[src/rtl/gpio_mask_pkg.sv]
package gpio_mask_pkg;
  typedef enum logic [1:0] {
    RGN_DATA = 2'd0,
    RGN_DIR  = 2'd1,
    RGN_NONE = 2'd2
  } region_e;

  typedef struct packed {
    logic    wr;
    logic    rd_setup;
    region_e rgn;
  } access_t;
endpackage

[src/rtl/gpio_decode.sv]
module gpio_decode #(
  parameter int N_LINES = 8,
  parameter int ADDR_W  = N_LINES + 4
) (
  input  logic                        psel,
  input  logic                        penable,
  input  logic                        pwrite,
  input  logic [ADDR_W-1:0]           paddr,
  output gpio_mask_pkg::access_t      acc,
  output logic [N_LINES-1:0]          mask
);
  import gpio_mask_pkg::*;

  localparam int HI_LSB = N_LINES + 2;
  localparam int HI_W   = ADDR_W - HI_LSB;
  localparam int LOW_W  = HI_LSB - 2;

  logic [HI_W-1:0]  hi;
  logic [LOW_W-1:0] low;

  assign hi   = paddr[ADDR_W-1:HI_LSB];
  assign low  = paddr[HI_LSB-1:2];
  assign mask = paddr[N_LINES+1:2];

  always_comb begin
    acc.wr       = psel && penable && pwrite;
    acc.rd_setup = psel && !penable && !pwrite;
    if (hi == '0)
      acc.rgn = RGN_DATA;
    else if (hi == HI_W'(1) && low == '0)
      acc.rgn = RGN_DIR;
    else
      acc.rgn = RGN_NONE;
  end
endmodule

[src/rtl/gpio_sync.sv]
module gpio_sync #(
  parameter int N_LINES = 8,
  parameter int STAGES  = 2
) (
  input  logic               clk,
  input  logic               rst,
  input  logic [N_LINES-1:0] d,
  output logic [N_LINES-1:0] q
);
  logic [N_LINES-1:0] chain [STAGES];

  for (genvar s = 0; s < STAGES; s++) begin : g_stage
    always_ff @(posedge clk) begin
      if (rst)
        chain[s] <= '0;
      else if (s == 0)
        chain[s] <= d;
      else
        chain[s] <= chain[(s == 0) ? 0 : s - 1];
    end
  end

  assign q = chain[STAGES-1];
endmodule

[src/rtl/gpio_regs.sv]
module gpio_regs #(
  parameter int N_LINES = 8
) (
  input  logic                   clk,
  input  logic                   rst,
  input  gpio_mask_pkg::access_t acc,
  input  logic [N_LINES-1:0]     mask,
  input  logic [N_LINES-1:0]     wdata,
  output logic [N_LINES-1:0]     out_q,
  output logic [N_LINES-1:0]     dir_q
);
  import gpio_mask_pkg::*;

  logic [N_LINES-1:0] upd;

  assign upd = mask & dir_q;

  always_ff @(posedge clk) begin
    if (rst) begin
      out_q <= '0;
      dir_q <= '0;
    end else if (acc.wr) begin
      if (acc.rgn == RGN_DIR)
        dir_q <= wdata;
      if (acc.rgn == RGN_DATA)
        out_q <= (out_q & ~upd) | (wdata & upd);
    end
  end
endmodule

[src/rtl/gpio_rdmux.sv]
module gpio_rdmux #(
  parameter int N_LINES = 8
) (
  input  logic                   clk,
  input  logic                   rst,
  input  gpio_mask_pkg::access_t acc,
  input  logic [N_LINES-1:0]     mask,
  input  logic [N_LINES-1:0]     out_q,
  input  logic [N_LINES-1:0]     dir_q,
  input  logic [N_LINES-1:0]     pin_s,
  output logic [N_LINES-1:0]     rdata
);
  import gpio_mask_pkg::*;

  logic [N_LINES-1:0] level;
  logic [N_LINES-1:0] nxt;

  assign level = (dir_q & out_q) | (~dir_q & pin_s);

  always_comb begin
    case (acc.rgn)
      RGN_DATA: nxt = level & mask;
      RGN_DIR:  nxt = dir_q;
      default:  nxt = '0;
    endcase
  end

  always_ff @(posedge clk) begin
    if (rst)
      rdata <= '0;
    else if (acc.rd_setup)
      rdata <= nxt;
  end
endmodule

[src/rtl/gpio_mask_port.sv]
module gpio_mask_port #(
  parameter int N_LINES     = 8,
  parameter int ADDR_W      = N_LINES + 4,
  parameter int SYNC_STAGES = 2
) (
  input  logic               clk,
  input  logic               rst,
  input  logic               psel,
  input  logic               penable,
  input  logic               pwrite,
  input  logic [ADDR_W-1:0]  paddr,
  input  logic [N_LINES-1:0] pwdata,
  output logic [N_LINES-1:0] prdata,
  input  logic [N_LINES-1:0] gpio_in,
  output logic [N_LINES-1:0] gpio_out,
  output logic [N_LINES-1:0] gpio_oe,
  output logic [N_LINES-1:0] gpio_sync
);
  gpio_mask_pkg::access_t acc;
  logic [N_LINES-1:0]     mask;
  logic [N_LINES-1:0]     out_q;
  logic [N_LINES-1:0]     dir_q;
  logic [N_LINES-1:0]     pin_s;

  gpio_decode #(.N_LINES(N_LINES), .ADDR_W(ADDR_W)) u_dec (
    .psel(psel), .penable(penable), .pwrite(pwrite), .paddr(paddr),
    .acc(acc), .mask(mask)
  );

  gpio_sync #(.N_LINES(N_LINES), .STAGES(SYNC_STAGES)) u_sync (
    .clk(clk), .rst(rst), .d(gpio_in), .q(pin_s)
  );

  gpio_regs #(.N_LINES(N_LINES)) u_regs (
    .clk(clk), .rst(rst), .acc(acc), .mask(mask), .wdata(pwdata),
    .out_q(out_q), .dir_q(dir_q)
  );

  gpio_rdmux #(.N_LINES(N_LINES)) u_rd (
    .clk(clk), .rst(rst), .acc(acc), .mask(mask), .out_q(out_q),
    .dir_q(dir_q), .pin_s(pin_s), .rdata(prdata)
  );

  assign gpio_out  = out_q;
  assign gpio_oe   = dir_q;
  assign gpio_sync = pin_s;
endmodule

[config.mk]
export PLATFORM = sky130hd
export DESIGN_NAME = gpio_mask_port
export DESIGN_NICKNAME = d
export VERILOG_FILES = /design/src/rtl/gpio_mask_pkg.sv /design/src/rtl/gpio_decode.sv /design/src/rtl/gpio_sync.sv /design/src/rtl/gpio_regs.sv /design/src/rtl/gpio_rdmux.sv /design/src/rtl/gpio_mask_port.sv
export SDC_FILE = /design/constraint.sdc
export NUM_CORES = 1
export LEC_CHECK = 0
export BUFFER_PORTS_ARGS = -buffer_cell sky130_fd_sc_hd__buf_4
export CAP_MARGIN = 20
export CORE_ASPECT_RATIO = 2
export CORE_MARGIN = 3
export CORE_UTILIZATION = 52
export DETAILED_ROUTE_END_ITERATION = 8
export HOLD_SLACK_MARGIN = 0.08
export PLACE_DENSITY_LB_ADDON = 0.05
export SLEW_MARGIN = 20
export SYNTH_ARGS = -nofsm -noshare
export SYNTH_HDL_FRONTEND = slang
export SYNTH_SLANG_ARGS = --single-unit
[constraint.sdc]
create_clock -name clk -period 2.5 [get_ports clk]
set_clock_uncertainty 0.05 [all_clocks]
set_input_delay 0.125 -clock clk [delete_from_list [all_inputs] [get_ports clk]]
set_output_delay 0.125 -clock clk [all_outputs]
set_load 0.1 [all_outputs]
# == After elaboration in Yosys (flattened, before gate mapping) ==
# Memories as Yosys holds them, arrays and structs flattened.
# Index checks and enable logic that the tools add are counted.
# W data, S select, Z words.
# classes
n_eq_ne,2
muxes,8
n_bitwise,12
reduce_logical,12
# op_table
cell,n
$and A8 B8 Y8,6
$mux W8,2
$not A8 Y8,2
$or A8 B8 Y8,2
$pmux W8 S2,1
$logic_not A8 Y1,1
$logic_and A1 B1 Y1,5
$eq A2 B1 Y1 const B,2
$logic_not A2 Y1,2
$mux W2,2
$reduce_and A2 Y1,2
$mux W1,3
$logic_not A1 Y1,2
$or A1 B1 Y1,2
# word_totals
regBits,24
mem_bits_rw,16
input_bits,33
out_inout_bits,32
wordCells,38
mem_count,1
# mem_list
memory,words,width,read_ports,rd_clocked_by_memory_dff,wr,line_no,source
u_sync.chain,2,8,2,0,2,gpio_sync.sv:10,logic [N_LINES-1:0] chain [STAGES];

# == Longest topological paths before layout ==
# depth
ltp_word,6
depth_mapped,4

# == By module ==
# From an unflattened synthesis, not the netlist that was laid out.
# hier_totals
cells_unflattened,169
area_unflattened_um2,1694.1
# by_module_without_submodules
mod,instances,cells_each,area_each_um2,seq_area_each_um2
gpio_regs,1,69,691.9,320.3
gpio_sync,1,33,464.2,320.3
gpio_rdmux,1,52,427.9,160.2
gpio_decode,1,15,110.1,0.0

# == Least setup slack after synthesis ==
# No wires, ideal clock.
# synth_path
path_type,register to register
start,register u_regs.dir_q[7]
end,register u_rd.rdata[7]
setup_time_ps,133
arrival_ps,1610
setup_slack_ps,707
path_stages_with_launch,4
path_buffers,0
period_less_slack_ps,1793
path_cell_list,dfxtp_1 -> or4b_2 -> o22ai_1 -> a311oi_1
# synth_between
elab_chain_len,5
word_cells_on_any_way,6
# synth_lines
element,line_no,source
from (decl),gpio_regs.sv:10,output logic [N_LINES-1:0] dir_q
from (signal assigned),gpio_regs.sv:24,dir_q <= wdata;
$not A8 Y8,gpio_rdmux.sv:18,assign level = (dir_q & out_q) | (~dir_q & pin_s);
$and A8 B8 Y8,gpio_rdmux.sv:18,
$or A8 B8 Y8,gpio_rdmux.sv:18,
$and A8 B8 Y8,gpio_rdmux.sv:22,RGN_DATA: nxt = level & mask;
$pmux W8 S2 (*),gpio_rdmux.sv:21,case (acc.rgn)
to (signal assigned),gpio_rdmux.sv:32,rdata <= nxt;
to (decl),gpio_rdmux.sv:11,output logic [N_LINES-1:0] rdata
# Mark *: on every way between the ends. The rest lies on a longest branch, timed or not.
# A chain may end at the register's enable or synchronous reset.

# == Worst setup path in the final report ==
# layout_path
start,input paddr[11]
end,register u_regs.dir_q[1]
# layout_between
elab_chain_len,6
word_cells_on_any_way,7
# layout_lines
element,line_no,source
from (decl),gpio_mask_port.sv:11,"input logic [ADDR_W-1:0] paddr,"
$eq A2 B1 Y1,gpio_decode.sv:30,else if (hi == HI_W'(1) && low == '0)
$logic_and A1 B1 Y1,gpio_decode.sv:30,
$mux W2,gpio_decode.sv:30,
$mux W2 (*),gpio_decode.sv:28,if (hi == '0)
$eq A2 B1 Y1 (*),gpio_regs.sv:23,if (acc.rgn == RGN_DIR)
$reduce_and A2 Y1 (no source line) (*),n/a,
# Marks and branches as above.

==> impl_metrics.csv <==
group,metric,value,unit
place,routabilityCongestion,0.785,
layout,layout-area-overhead-vs-synth,40.8,%
global_route,antenna_found_initial,0,
floorplan,die_area,4130,um2
floorplan,die_height,88.0,um
clock_tree,cts_root_buf,"clkbuf_8",
power,leakage,0.992,nW
synth,yosysTopAreaCell,"dfxtp_1",
timing,slew_viol_final,0,
clock_tree,cts.sink_count,40,
floorplan,die_w,47.0,um
global_route,grt_pass1_wl,7.12,mm
clock_tree,cts_buffer_depth,2,
place,dp_hpwl,3.15,mm
floorplan,io_pins,65,
setup_path,cp_max_fo,9,
clock_tree,ctsHtreeMaxLevel,2,
synth,synth_cells,180,
synth,synth_seq_cells,40,
clock_tree,cts_buffers,5,
flow_run,cap_viol_max_count,0,
timing,slew_headroom,63.0,%
synth,synth_warnings,0,
drt,via_count,1622,
floorplan,core-area,3190,um2
clock_tree,cts_setup_buffers,0,
setup_path,worstPathRequired,2.66,ns
synth,synthTopCellsByArea,"dfxtp_1 (46%), nand2b_1 (5.7%), nor2b_1 (5.7%)",
clock_tree,clkLatencyLatePin,0.29,ns
power,ir_worst_vdd,0.641,mV
drt,viasPerCell,5.59,
synth,yosysUniqueCellTypes,29,
floorplan,start_util,54.7,%
global_route,met1_usage,24.6,%
drt,ant_nets,0,
synth,synth_top_area_share,45.8,%
min_path,hp-class,"in2reg",
timing,period_share,59.8,%
layout,antenna_cells,0,
timing,setup_viol_count_final,0,
clock_tree,cts.repair.resized,0,
drt,drc,0,
synth,ys_seq_area_share,45.8,%
setup_path,critPathKind,"in2reg",
setup_path,cp_top_family,"simple AND/OR/NAND/NOR gates",
global_route,grt_max_degree,49,
drt,dr.pass1.iters,4,
timing,tightest_slew,0.553,ns
timing,tns,0,ns
timing,period_minus_slack,1.49,ns
synth,ys_top_cells_by_count,"dfxtp_1 (40), nand2b_1 (16), nor2b_1 (16)",
setup_path,crit_path_end_kind,"flip-flop",
layout,layoutNonFillerInstCount,290,
layout,utilization,77.0,%
synth,synthFlopType,"dfxtp_1",
place,placedCellCount,267,
global_route,use_met3,5.14,%
power,power.density,526,nW/um2
outcome,status,"finished, final reports clean",
global_route,grtUsageTotal,23.7,%
synth,avgSynthCellArea,9.70,um2
global_route,grt_use_met2,41.1,%
synth,syn-cell-area,1750,um2
setup_path,crit_arrival,1.66,ns
synth,ys_async_sr_fraction,0,%
setup_path,cp-start-kind,"input port",
synth,synth-edff-count,0,
global_route,grt_pass1_vias,1682,
clock_tree,clkTransAtPathRegs,0.07,ns
place,io_buffers,62,
setup_path,cp_num_buf_inv,1,
setup_path,cp_cell_sequence,"buf_4 -> nor4b_4 -> and4_1 -> mux2i_1",
timing,finalHoldViolCount,0,
drt,drt_iter0_drc,36,
global_route,grt_busiest_layer,"met2",
layout,drive_gt1_share,32.8,%
timing,clock.fmax,669,MHz
setup_path,cp_slowest_stage_delay,0.63,ns
drt,drt_wl_total,4.38,mm
timing,rsz0062_at_grt,"false",
synth,synth_nets,213,
floorplan,rows,29,
clock_tree,cts_tree,"done",
synth,synth.most_common_cell,"dfxtp_1",
global_route,grt_overflow_total,0,
layout,layout.nets,292,
drt,wl_per_cell,15.1,um
setup_path,cpMaxStageDelayCell,"and4_1",
clock_tree,cts_hold_buf,16,
-- worst register-to-register path: cells and delay by family, from the launching register on --
family | cells | cell delay (ns)
compound gates | 2 | 0.19
flops | 1 | 0.36
simple gates | 1 | 0.68
-- metrics by stage --
step	cell area [um2]	power, mW	setup WS (ns)	hold WS [ns]
6_report	2460	1.29	1.01	0.100
5_1_grt	2460	1.34	0.886	0.112
4_1_cts	2460	1.30	0.988	0.0981
3_5_place_dp	2220	0.891	0.714	0.296
3_3_place_gp	2220	0.886	0.747	0.287
2_1_floorplan	1750	0.813	0.707	0.203
-- worst paths after layout --
| path | from | to | slack [ns] | cells after the start |
|---|---|---|---|---|
| min | paddr[8] | u_rd.rdata[6] | 0.10 | 3 |
| max reg2reg | u_regs.dir_q[7] | u_rd.rdata[7] | 1.09 | 3 |
| min reg2reg | u_sync.chain[0][3] | u_sync.chain[1][3] | 0.39 | 1 |
| max | paddr[11] | u_regs.dir_q[1] | 1.01 | 4 |
-- cells by family (layout without fill, tap and decap cells) --
| family | after synthesis | after routing | share of synthesized area (%) |
|---|---|---|---|
| AO/OA/AOI/OAI | 26 | 26 | 10.5 |
| buffers and inverters | 18 | 97 | 4.87 |
| flip-flops | 40 | 40 | 45.8 |
| multiplexers | 15 | 15 | 9.10 |
| AND/OR/NAND/NOR | 81 | 81 | 29.7 |
-- area by class of cell --
cell class	instances	area [um2]
Fill cell	249	733
Multi-Input combinational cell	122	861
Timing Repair Buffer	81	648
Tap cell	31	38.8
Clock inverter	1	5.00
Sequential cell	40	801
Clock buffer	6	72.6
Inverter	9	33.8
-- metal layers --
layer  up-vias  part of all wire (%)
li1        803                     -
met1       756                    36
met2        56                    56
met3         7                   5.5
met4         0                   2.1
met5         -                     0
-- cell usage in the layout (no fill, tap or decap), drive strengths merged --
cell type     n
a311oi        8
buf          65
and4bb        1
o21ai         1
nor2          9
nand3         9
clkbuf        6
a21oi         8
or4           7
dfxtp        40
nor2b        16
nor4b         1
nor3b         2
nand2         7
or2           1
mux2i         8
clkinv        1
mux2          7
o31ai         7
nand4         8
and4          1
nor4          1
a31o          1
o22ai         1
inv           9
nand2b       16
dlygate4sd3  16
and3          1
or4b          1
-- report_power, final --
group / switching [mW] / leakage, nW / internal [mW]
registers: 0.00728 / 0.327 / 0.655
logic: 0.144 / 0.624 / 0.0895
clock network: 0.209 / 0.0410 / 0.190
No activity file was read; power rests on OpenSTA's default activity.
